`src/rtl/io_dec_pkg.sv`:
```
`timescale 1ns/1ps
package io_dec_pkg;
    typedef enum logic [1:0] {
        SZ_BYTE  = 2'b00,
        SZ_WORD  = 2'b01,
        SZ_DWORD = 2'b10,
        SZ_BAD   = 2'b11
    } io_size_e;
endpackage

```
`src/rtl/io_align_check.sv`:
```
`timescale 1ns/1ps
module io_align_check #(
    parameter int LANES = 4,
    localparam int IDX_W = $clog2(LANES)
) (
    input  io_dec_pkg::io_size_e size,
    input  logic [IDX_W-1:0]     addr_lo,
    output logic                 misalign,
    output logic [LANES-1:0]     lane_mask
);
    import io_dec_pkg::*;

    int lo_i;
    int nb_i;

    always_comb begin : b_size
        lo_i = int'(addr_lo);
        case (size)
            SZ_BYTE:  nb_i = 1;
            SZ_WORD:  nb_i = 2;
            SZ_DWORD: nb_i = 4;
            default:  nb_i = 0;
        endcase
        misalign = (nb_i == 0) || (nb_i > LANES) || ((lo_i & (nb_i - 1)) != 0);
    end

    for (genvar k = 0; k < LANES; k++) begin : g_lane
        assign lane_mask[k] = !misalign && (k >= lo_i) && (k < lo_i + nb_i);
    end
endmodule

```
`src/rtl/io_space_check.sv`:
```
`timescale 1ns/1ps
module io_space_check #(
    parameter int              ADDR_W    = 16,
    parameter int              PAGE_BITS = 8,
    parameter int              RESV_LOG  = 3,
    parameter logic [ADDR_W-1:0] RESV_BASE = 'h00F8
) (
    input  logic [ADDR_W-1:0] addr,
    input  logic              direct,
    output logic              in_page0,
    output logic              resv_hit,
    output logic              range_err
);
    localparam logic [ADDR_W-RESV_LOG-1:0] RESV_TAG = RESV_BASE[ADDR_W-1:RESV_LOG];

    always_comb begin
        in_page0  = (addr[ADDR_W-1:PAGE_BITS] == '0);
        resv_hit  = (addr[ADDR_W-1:RESV_LOG] == RESV_TAG);
        range_err = direct && !in_page0;
    end
endmodule

```
`src/rtl/io_lane_mux.sv`:
```
`timescale 1ns/1ps
module io_lane_mux #(
    parameter int LANES = 4,
    localparam int IDX_W  = $clog2(LANES),
    localparam int DATA_W = LANES * 8
) (
    input  logic [IDX_W-1:0]  addr_lo,
    input  logic [LANES-1:0]  lane_mask,
    input  logic [DATA_W-1:0] wdata_in,
    input  logic [DATA_W-1:0] rdata_in,
    output logic [DATA_W-1:0] wdata_lanes,
    output logic [DATA_W-1:0] rdata_just
);
    int lo_i;
    assign lo_i = int'(addr_lo);

    for (genvar k = 0; k < LANES; k++) begin : g_wr
        assign wdata_lanes[8*k +: 8] =
            (lane_mask[k] && (k >= lo_i)) ? wdata_in[8*(k - lo_i) +: 8] : 8'h00;
    end

    for (genvar j = 0; j < LANES; j++) begin : g_rd
        assign rdata_just[8*j +: 8] =
            ((j + lo_i < LANES) && lane_mask[j + lo_i]) ? rdata_in[8*(j + lo_i) +: 8] : 8'h00;
    end
endmodule

```
`src/rtl/io_port_decoder.sv`:
```
`timescale 1ns/1ps
module io_port_decoder #(
    parameter int                ADDR_W    = 16,
    parameter int                LANES     = 4,
    parameter int                PAGE_BITS = 8,
    parameter int                RESV_LOG  = 3,
    parameter logic [ADDR_W-1:0] RESV_BASE = 'h00F8,
    parameter int                NUM_DEV   = 4,
    parameter int                SEL_LSB   = 4,
    localparam int IDX_W  = $clog2(LANES),
    localparam int DATA_W = LANES * 8,
    localparam int SEL_W  = $clog2(NUM_DEV)
) (
    input  logic              clk,
    input  logic              rst_n,
    input  logic              req_valid,
    input  logic [ADDR_W-1:0] req_addr,
    input  logic [1:0]        req_size,
    input  logic              req_write,
    input  logic              req_direct,
    input  logic [DATA_W-1:0] req_wdata,
    output logic              dev_stb,
    output logic              dev_we,
    output logic [ADDR_W-1:0] dev_addr,
    output logic [LANES-1:0]  dev_lane_en,
    output logic [NUM_DEV-1:0] dev_sel,
    output logic [DATA_W-1:0] dev_wdata,
    input  logic [DATA_W-1:0] dev_rdata,
    output logic              rsp_valid,
    output logic              rsp_err_align,
    output logic              rsp_err_range,
    output logic              rsp_err_resv,
    output logic              rsp_page0,
    output logic [DATA_W-1:0] rsp_rdata
);
    import io_dec_pkg::*;

    typedef struct packed {
        logic              valid;
        logic              err_align;
        logic              err_range;
        logic              err_resv;
        logic              page0;
        logic [DATA_W-1:0] rdata;
    } rsp_t;

    rsp_t rsp_d, rsp_q;

    logic              misalign;
    logic [LANES-1:0]  lane_mask;
    logic              in_page0, resv_hit, range_err;
    logic [DATA_W-1:0] wdata_lanes, rdata_just;
    logic              accept;

    io_align_check #(.LANES(LANES)) u_align (
        .size      (io_size_e'(req_size)),
        .addr_lo   (req_addr[IDX_W-1:0]),
        .misalign  (misalign),
        .lane_mask (lane_mask)
    );

    io_space_check #(
        .ADDR_W(ADDR_W), .PAGE_BITS(PAGE_BITS),
        .RESV_LOG(RESV_LOG), .RESV_BASE(RESV_BASE)
    ) u_space (
        .addr      (req_addr),
        .direct    (req_direct),
        .in_page0  (in_page0),
        .resv_hit  (resv_hit),
        .range_err (range_err)
    );

    io_lane_mux #(.LANES(LANES)) u_mux (
        .addr_lo     (req_addr[IDX_W-1:0]),
        .lane_mask   (lane_mask),
        .wdata_in    (req_wdata),
        .rdata_in    (dev_rdata),
        .wdata_lanes (wdata_lanes),
        .rdata_just  (rdata_just)
    );

    assign accept = req_valid && !misalign && !resv_hit && !range_err;

    // device side, same cycle as the request
    always_comb begin
        dev_stb     = accept;
        dev_we      = accept && req_write;
        dev_addr    = accept ? {req_addr[ADDR_W-1:IDX_W], {IDX_W{1'b0}}} : '0;
        dev_lane_en = accept ? lane_mask : '0;
        dev_wdata   = accept ? wdata_lanes : '0;
    end

    for (genvar i = 0; i < NUM_DEV; i++) begin : g_sel
        assign dev_sel[i] = accept && (req_addr[SEL_LSB +: SEL_W] == SEL_W'(i));
    end

    // next-state of the registered response
    always_comb begin
        rsp_d = '0;
        if (req_valid) begin
            rsp_d.valid     = 1'b1;
            rsp_d.err_align = misalign;
            rsp_d.err_range = range_err;
            rsp_d.err_resv  = resv_hit;
            rsp_d.page0     = in_page0;
            if (accept && !req_write) begin
                rsp_d.rdata = rdata_just;
            end
        end
    end

    always_ff @(posedge clk) begin
        if (!rst_n) begin
            rsp_q <= '0;
        end else begin
            rsp_q <= rsp_d;
        end
    end

    assign rsp_valid     = rsp_q.valid;
    assign rsp_err_align = rsp_q.err_align;
    assign rsp_err_range = rsp_q.err_range;
    assign rsp_err_resv  = rsp_q.err_resv;
    assign rsp_page0     = rsp_q.page0;
    assign rsp_rdata     = rsp_q.rdata;
endmodule

```
`config.mk`:
```
export PLATFORM = sky130hd
export DESIGN_NAME = io_port_decoder
export DESIGN_NICKNAME = d
export VERILOG_FILES = /design/src/rtl/io_dec_pkg.sv /design/src/rtl/io_align_check.sv /design/src/rtl/io_space_check.sv /design/src/rtl/io_lane_mux.sv /design/src/rtl/io_port_decoder.sv
export SDC_FILE = /design/constraint.sdc
export NUM_CORES = 1
export LEC_CHECK = 0
export ABC_AREA = 0
export BUFFER_PORTS_ARGS = -buffer_cell sky130_fd_sc_hd__buf_2
export CORE_UTILIZATION = 40
export DETAILED_ROUTE_END_ITERATION = 7
export GPL_ROUTABILITY_DRIVEN = 0
export GPL_TIMING_DRIVEN = 0
export PLACE_DENSITY = 0.78
export SYNTH_ARGS = -nofsm -noshare
export SYNTH_HDL_FRONTEND = slang
export SYNTH_SLANG_ARGS = --single-unit
```
`constraint.sdc`:
```
create_clock -name clk -period 3.65 [get_ports clk]
set_input_delay 0.73 -clock clk [delete_from_list [all_inputs] [get_ports clk]]
set_output_delay 0.73 -clock clk [all_outputs]
set_load 0.005 [all_outputs]
```
# Word-level counts from Yosys, hierarchy flattened
# Cells that the tools add are included.
[word_totals]
register_bits = 37
input_bits = 87
out_inout_bits = 95
word_cells = 118
[op_classes]
addsub = 9
magnitude_cmp = 17
eq_ne = 6
shift = 8
muxes = 25
bitwise = 1
n_reduce_logical = 43
[ops]
columns = ["op", "count"]
rows = [
  ["$shiftx A32 B32 Y8", 7],
  ["$lt A32 B4 Y1 const B", 6],
  ["$lt A3 B32 Y1 const A", 2],
  ["$mux W32", 2],
  ["$mux W8", 8],
  ["$mux W37", 1],
  ["$and A3 B32 Y32", 1],
  ["$logic_not A32 Y1", 1],
  ["$lt A1 B32 Y1 const A", 1],
  ["$lt A2 B32 Y1 const A", 1],
  ["$reduce_bool A32 Y1", 1],
  ["$shiftx A32 B6 Y8", 1],
  ["$logic_and A1 B1 Y1", 26],
  ["$mux W16", 1],
  ["$reduce_and A4 Y1", 4],
  ["$eq A13 B5 Y1 const B", 1],
  ["$pmux W3 S3", 1],
  ["$bmux W1 S2", 4],
  ["$logic_not A8 Y1", 1],
  ["$mux W1", 7],
  ["$add A2 B2 Y3 const A", 2],
  ["$eq A2 B2 Y1 const B", 3],
  ["$lt A2 B3 Y1 const B", 2],
  ["$sub A1 B2 Y3 const A", 2],
  ["other kinds (13)", 23],
]

# Logic depth before layout (Yosys ltp)
[depth]
word_depth = 16
mapped_depth = 9
mapped_depth_nobuf = 8

# Modules after synthesis
# Synthesis repeated with hierarchy kept, for this count alone.
[unflattened]
cells_unflattened = 419
area_unflattened_um2 = 3681.0
[modules_own_cells]
columns = ["mod", "n_inst", "cells_each", "area_each_um2"]
rows = [
  ["io_port_decoder", 1, 192, 1849.3],
  ["io_lane_mux", 1, 195, 1584.0],
  ["io_align_check", 1, 25, 192.7],
  ["io_space_check", 1, 7, 55.1],
]

# Worst setup path after synthesis
# No wires, ideal clock.
[synth_timing]
kind = "input -> output"
from = "in req_addr[1]"
to = "out dev_wdata[16]"
t_arrival_ns = 2.925
required_ns = 2.920
slack_ns = -0.005
stages = 8
path_buffers = 4
path_cell_list = "clkbuf_1 inv_1 clkbuf_1 ha_1 buf_1 clkbuf_1 mux4_2 nor2b_1"
[synth_via]
elab_chain_len = 9
elab_cells_between_ends = 17
cone_classes = "add/sub (2); order compare (2); shift (1); mux (2); bitwise (1); reduce/logical (9)"
[synth_rtl]
columns = ["element", "line", "text"]
rows = [
  ["start: declaration", "io_port_decoder.sv:17", "input logic [ADDR_W-1:0] req_addr,"],
  ["branches (longest 8 deep; another with $lt A3 B32 Y1)", "--", ""],
  ["$mux W32 (*)", "io_port_decoder.sv:90", "dev_wdata = accept ? wdata_lanes : '0;"],
  ["end: declaration", "io_port_decoder.sv:27", "output logic [DATA_W-1:0] dev_wdata,"],
]
# Mark *: on every way between the ends.

# Worst setup path in the final report
[layout_timing]
from = "in req_size[1]"
to = "out dev_wdata[1]"
[layout_via]
elab_chain_len = 12
elab_cells_between_ends = 22
cone_classes = "add/sub (2); order compare (2); eq/ne (2); mux (3); bitwise (1); reduce/logical (12)"
[layout_rtl]
columns = ["element", "line", "text"]
rows = [
  ["start: declaration", "io_port_decoder.sv:18", "input logic [1:0] req_size,"],
  ["$eq A2 B2 Y1 (tied with other cells)", "io_align_check.sv:18", "case (size)"],
  ["$pmux W3 S3 (*)", "io_align_check.sv:18", ""],
  ["branches (longest 9 deep; another with $lt A1 B32 Y1)", "--", ""],
  ["$mux W32 (*)", "io_port_decoder.sv:90", ""],
]
# Marks and branches as above.

==> key figures <==
Placed design
  • HPWL Detailed: between 8000 and 9000 um
  • # port buffers: ~180
  • Post-Place Cells: just over 600

Worst setup path
  • CP max FO: 9
  • Crit path DAT: approximately 2.9 ns
  • CP max stage cell: fa_2
  • Worst Setup Path Type: input pin to primary output
  • Slowest stage delay, CP: around 0.48 ns
  • Worst endpoint required time: roughly 3 ns
  • Most Frequent Cell on Critical Path: buf_2
  • Setup crit end kind: primary output
  • Critical-path cell list: buf_2, nor2_2, ha_2, fa_2, or2_2, o22ai_4, nand2_2, nand4_4, nor2b_1, buf_2
  • Crit start category: input pin

Clocking
  • CTS Buf Count: 5
  • CTS HTree Levels: 2
  • CTS tree: yes
  • CTS root buf: clkbuf_8
  • Clk sinks: 37
  • Clock Pin Slew Worst Setup and Hold Paths: 0.07 ns
  • Maximum buffer depth of the clock tree: 2

Detailed routing
  • Initial DRC count: 236
  • Initial DRT Pass Iterations: 7
  • Top Metal Used: met4
  • Via density: roughly 5.6
  • Met1 WL: 4090 um
  • Final WL: approximately 11000 um
  • Routed wl met2: between 5000 and 6000 um
  • ANT nets after route: 0
  • Via count: approximately 3500
  • DRC: 0
  • WL met3: about 900 um
  • Wire length per cell: roughly 17 um

Logic synthesis
  • Post-synth EDFFs: 0
  • Synth Warn #: 0
  • Post-synthesis cell area: roughly 3000 sq um
  • Synth top area cells: dfxtp_1, mux4_2, mux2i_1, nor2_1, nor2b_1
  • Register bit total from synthesis: 37
  • Seq/Total Area, Yosys: around 25%
  • Post-synthesis area per instance: about 8.8 sq um
  • Top FF cell, synth: dfxtp_1
  • Async SR Flop Fraction: 0%
  • Synth unique cells: between 40 and 50
  • Cells after Synth: 333
  • Dominant cell type by area after synthesis: dfxtp_1
  • Synth top area share: approximately a quarter

Timing
  • Slew @ Worst Pin: 0.998 ns
  • Final hold vios: 0
  • Max Clock Freq: between 0.2 and 0.3 GHz
  • Final setup fails: 0
  • Minimum clock period: between 3 and 4 ns
  • Slew Viols, Final: 0
  • Slew headroom: 32.8%
  • Final critical-path share of the clock period: 98.5%
  • Final hold slack: roughly 0.7 ns

Finish
  • Layout cell share with drive strength beyond 1: a little under 50%
  • Post-route insts no fill: 627
  • Most frequent cells in the layout: buf_2, nor2_1, dfxtp_1
  • N_diodes: 0
  • Fin util: around three fifths
  • Filler cells: between 600 and 700
  • Commonest non-fill, non-tap cell in the layout: buf_2
  • Synthesis-to-layout area growth: 43.8%
  • Final net count: ~620

GRT
  • Total gr overflow: 0
  • First-pass GRT wire length: 16100 um
  • Vias in the first global route: 3351
  • Largest net degree at the start of global routing: 15
  • Initial antenna violation count: 0
  • Global Route Usage Sum: a little over a quarter

Floorplan
  • Starting Density: a little over two fifths
  • Total core area: around 6900 sq um
  • Die area: roughly 7700 sq um
  • Die width: slightly below 90 um
  • IO Pins: approximately 180
  • Die height: between 80 and 90 um
  • # rows: 30

Hold path
  • Worst hold path class: input pin to flip-flop

Pwr
  • Maximum vdd drop: ~0.18 mV
  • Pint: about 790 uW
  • Leakage: between 2 and 2.5 nW
  • Switching power: roughly 340 uW
  • Seq pwr share: a little over a third
  • Power per cell area: around 270 nW/um^2
  • Clock share of power: about a third
  • Switching fraction of total power: just over 30%
  • Logic pwr share: between 30% and 40%

Run
  • Max Cap Viol: 0

Outcome
  • Status: finished clean
-- synth_stat cells (2+ instances only) --
master / count
and2_1: 16
o22ai_1: 9
dfxtp_1: 37
nand3b_1: 3
nor4_2: 2
nand4_1: 7
nor2b_1: 27
nor2_1: 47
a211oi_2: 10
a21oi_1: 19
nor4_1: 2
nand2_1: 6
buf_4: 3
buf_2: 6
clkbuf_1: 10
nand2b_1: 2
mux4_2: 16
ha_1: 6
mux2i_1: 32
o21ai_1: 2
a211oi_1: 9
buf_1: 3
nand3_1: 3
and3_1: 2
o211ai_1: 2
nor3_1: 19
inv_1: 12
-- cells by family after synthesis --
logic type,Yosys count,share of synthesized area (%)
AOI/OAI and AO/OA,61,16.6
adders and majority gates,7,3.23
buffers and inverters,34,4.98
DFF,37,25.2
muxes,48,23.1
other,1,0.127
and+or+nand+nor,145,26.8
-- layer usage --
layer	up-vias	global-route usage, %
li1	1605	-
met4	0	12.5
met2	220	47.3
met3	35	4.90
met1	1650	32.1
met5	-	0
-- worst max-delay path, delay by kind of cell --
kind | cells | cell delay [ns]
buffers and inverters | 2 | 0.27
AND/OR/NAND/NOR | 5 | 0.86
AO/OA/AOI/OAI | 1 | 0.28
adder cells (fa/ha/maj) | 2 | 0.71
-- power by group through the flow --
| stage | clock [mW] | combinational [mW] | sequential (mW) |
|---|---|---|---|
| after global routing | 0.397 | 0.383 | 0.407 |
| after CTS | 0.376 | 0.334 | 0.406 |
| final | 0.372 | 0.355 | 0.406 |
| after global placement | 0 | 0.313 | 0.416 |
| after floorplan | 0 | 0.199 | 0.416 |
| after detailed placement | 0 | 0.323 | 0.416 |
-- flip-flops by register name (all words and copies together), names as in the netlist --
name / count
rsp_err_resv: 1
rsp_valid: 1
rsp_rdata: 32
rsp_page0: 1
rsp_err_range: 1
rsp_err_align: 1
-- worst paths after layout --
kind / from / end / slack [ns] / depth (start not counted)
hold / removal: req_addr[3] / rsp_err_resv / 0.70 / 3
setup / recovery: req_size[1] / dev_wdata[1] / 0.05 / 10
-- timing repair --
action,4_1_cts,5_1_grt
gates resized for setup,11,5
setup endpoints to repair,25,32
hold buffers,0,0
pin swaps,1,2
buffers inserted,2,10
-- layout make-up --
type	count	area (sq um)	share of cell area (%)
timing repair buffer	191	986	23.3
tap	96	120	2.84
clock inverter	1	30.0	0.710
clock buffer	7	86.3	2.04
multi-input combinational	263	2110	49.9
sequential	37	741	17.5
inverter	12	48.8	1.15
buffer	20	109	2.57
-- metrics by stage --
| step | TNS (ns) | setup slack (ns) | total power, mW | instance area, sq um |
|---|---|---|---|---|
| finish | 0 | 0.0542 | 1.13 | 4230 |
| global route | -0.135 | -0.0213 | 1.19 | 4230 |
| CTS | 0 | 0.0121 | 1.12 | 4140 |
| detailed placement | -10.94 | -0.797 | 0.739 | 3960 |
| global placement | -10.25 | -0.773 | 0.729 | 3960 |
| floorplan | 0 | 0.190 | 0.616 | 2950 |
No activity file was read; power rests on OpenSTA's default activity.
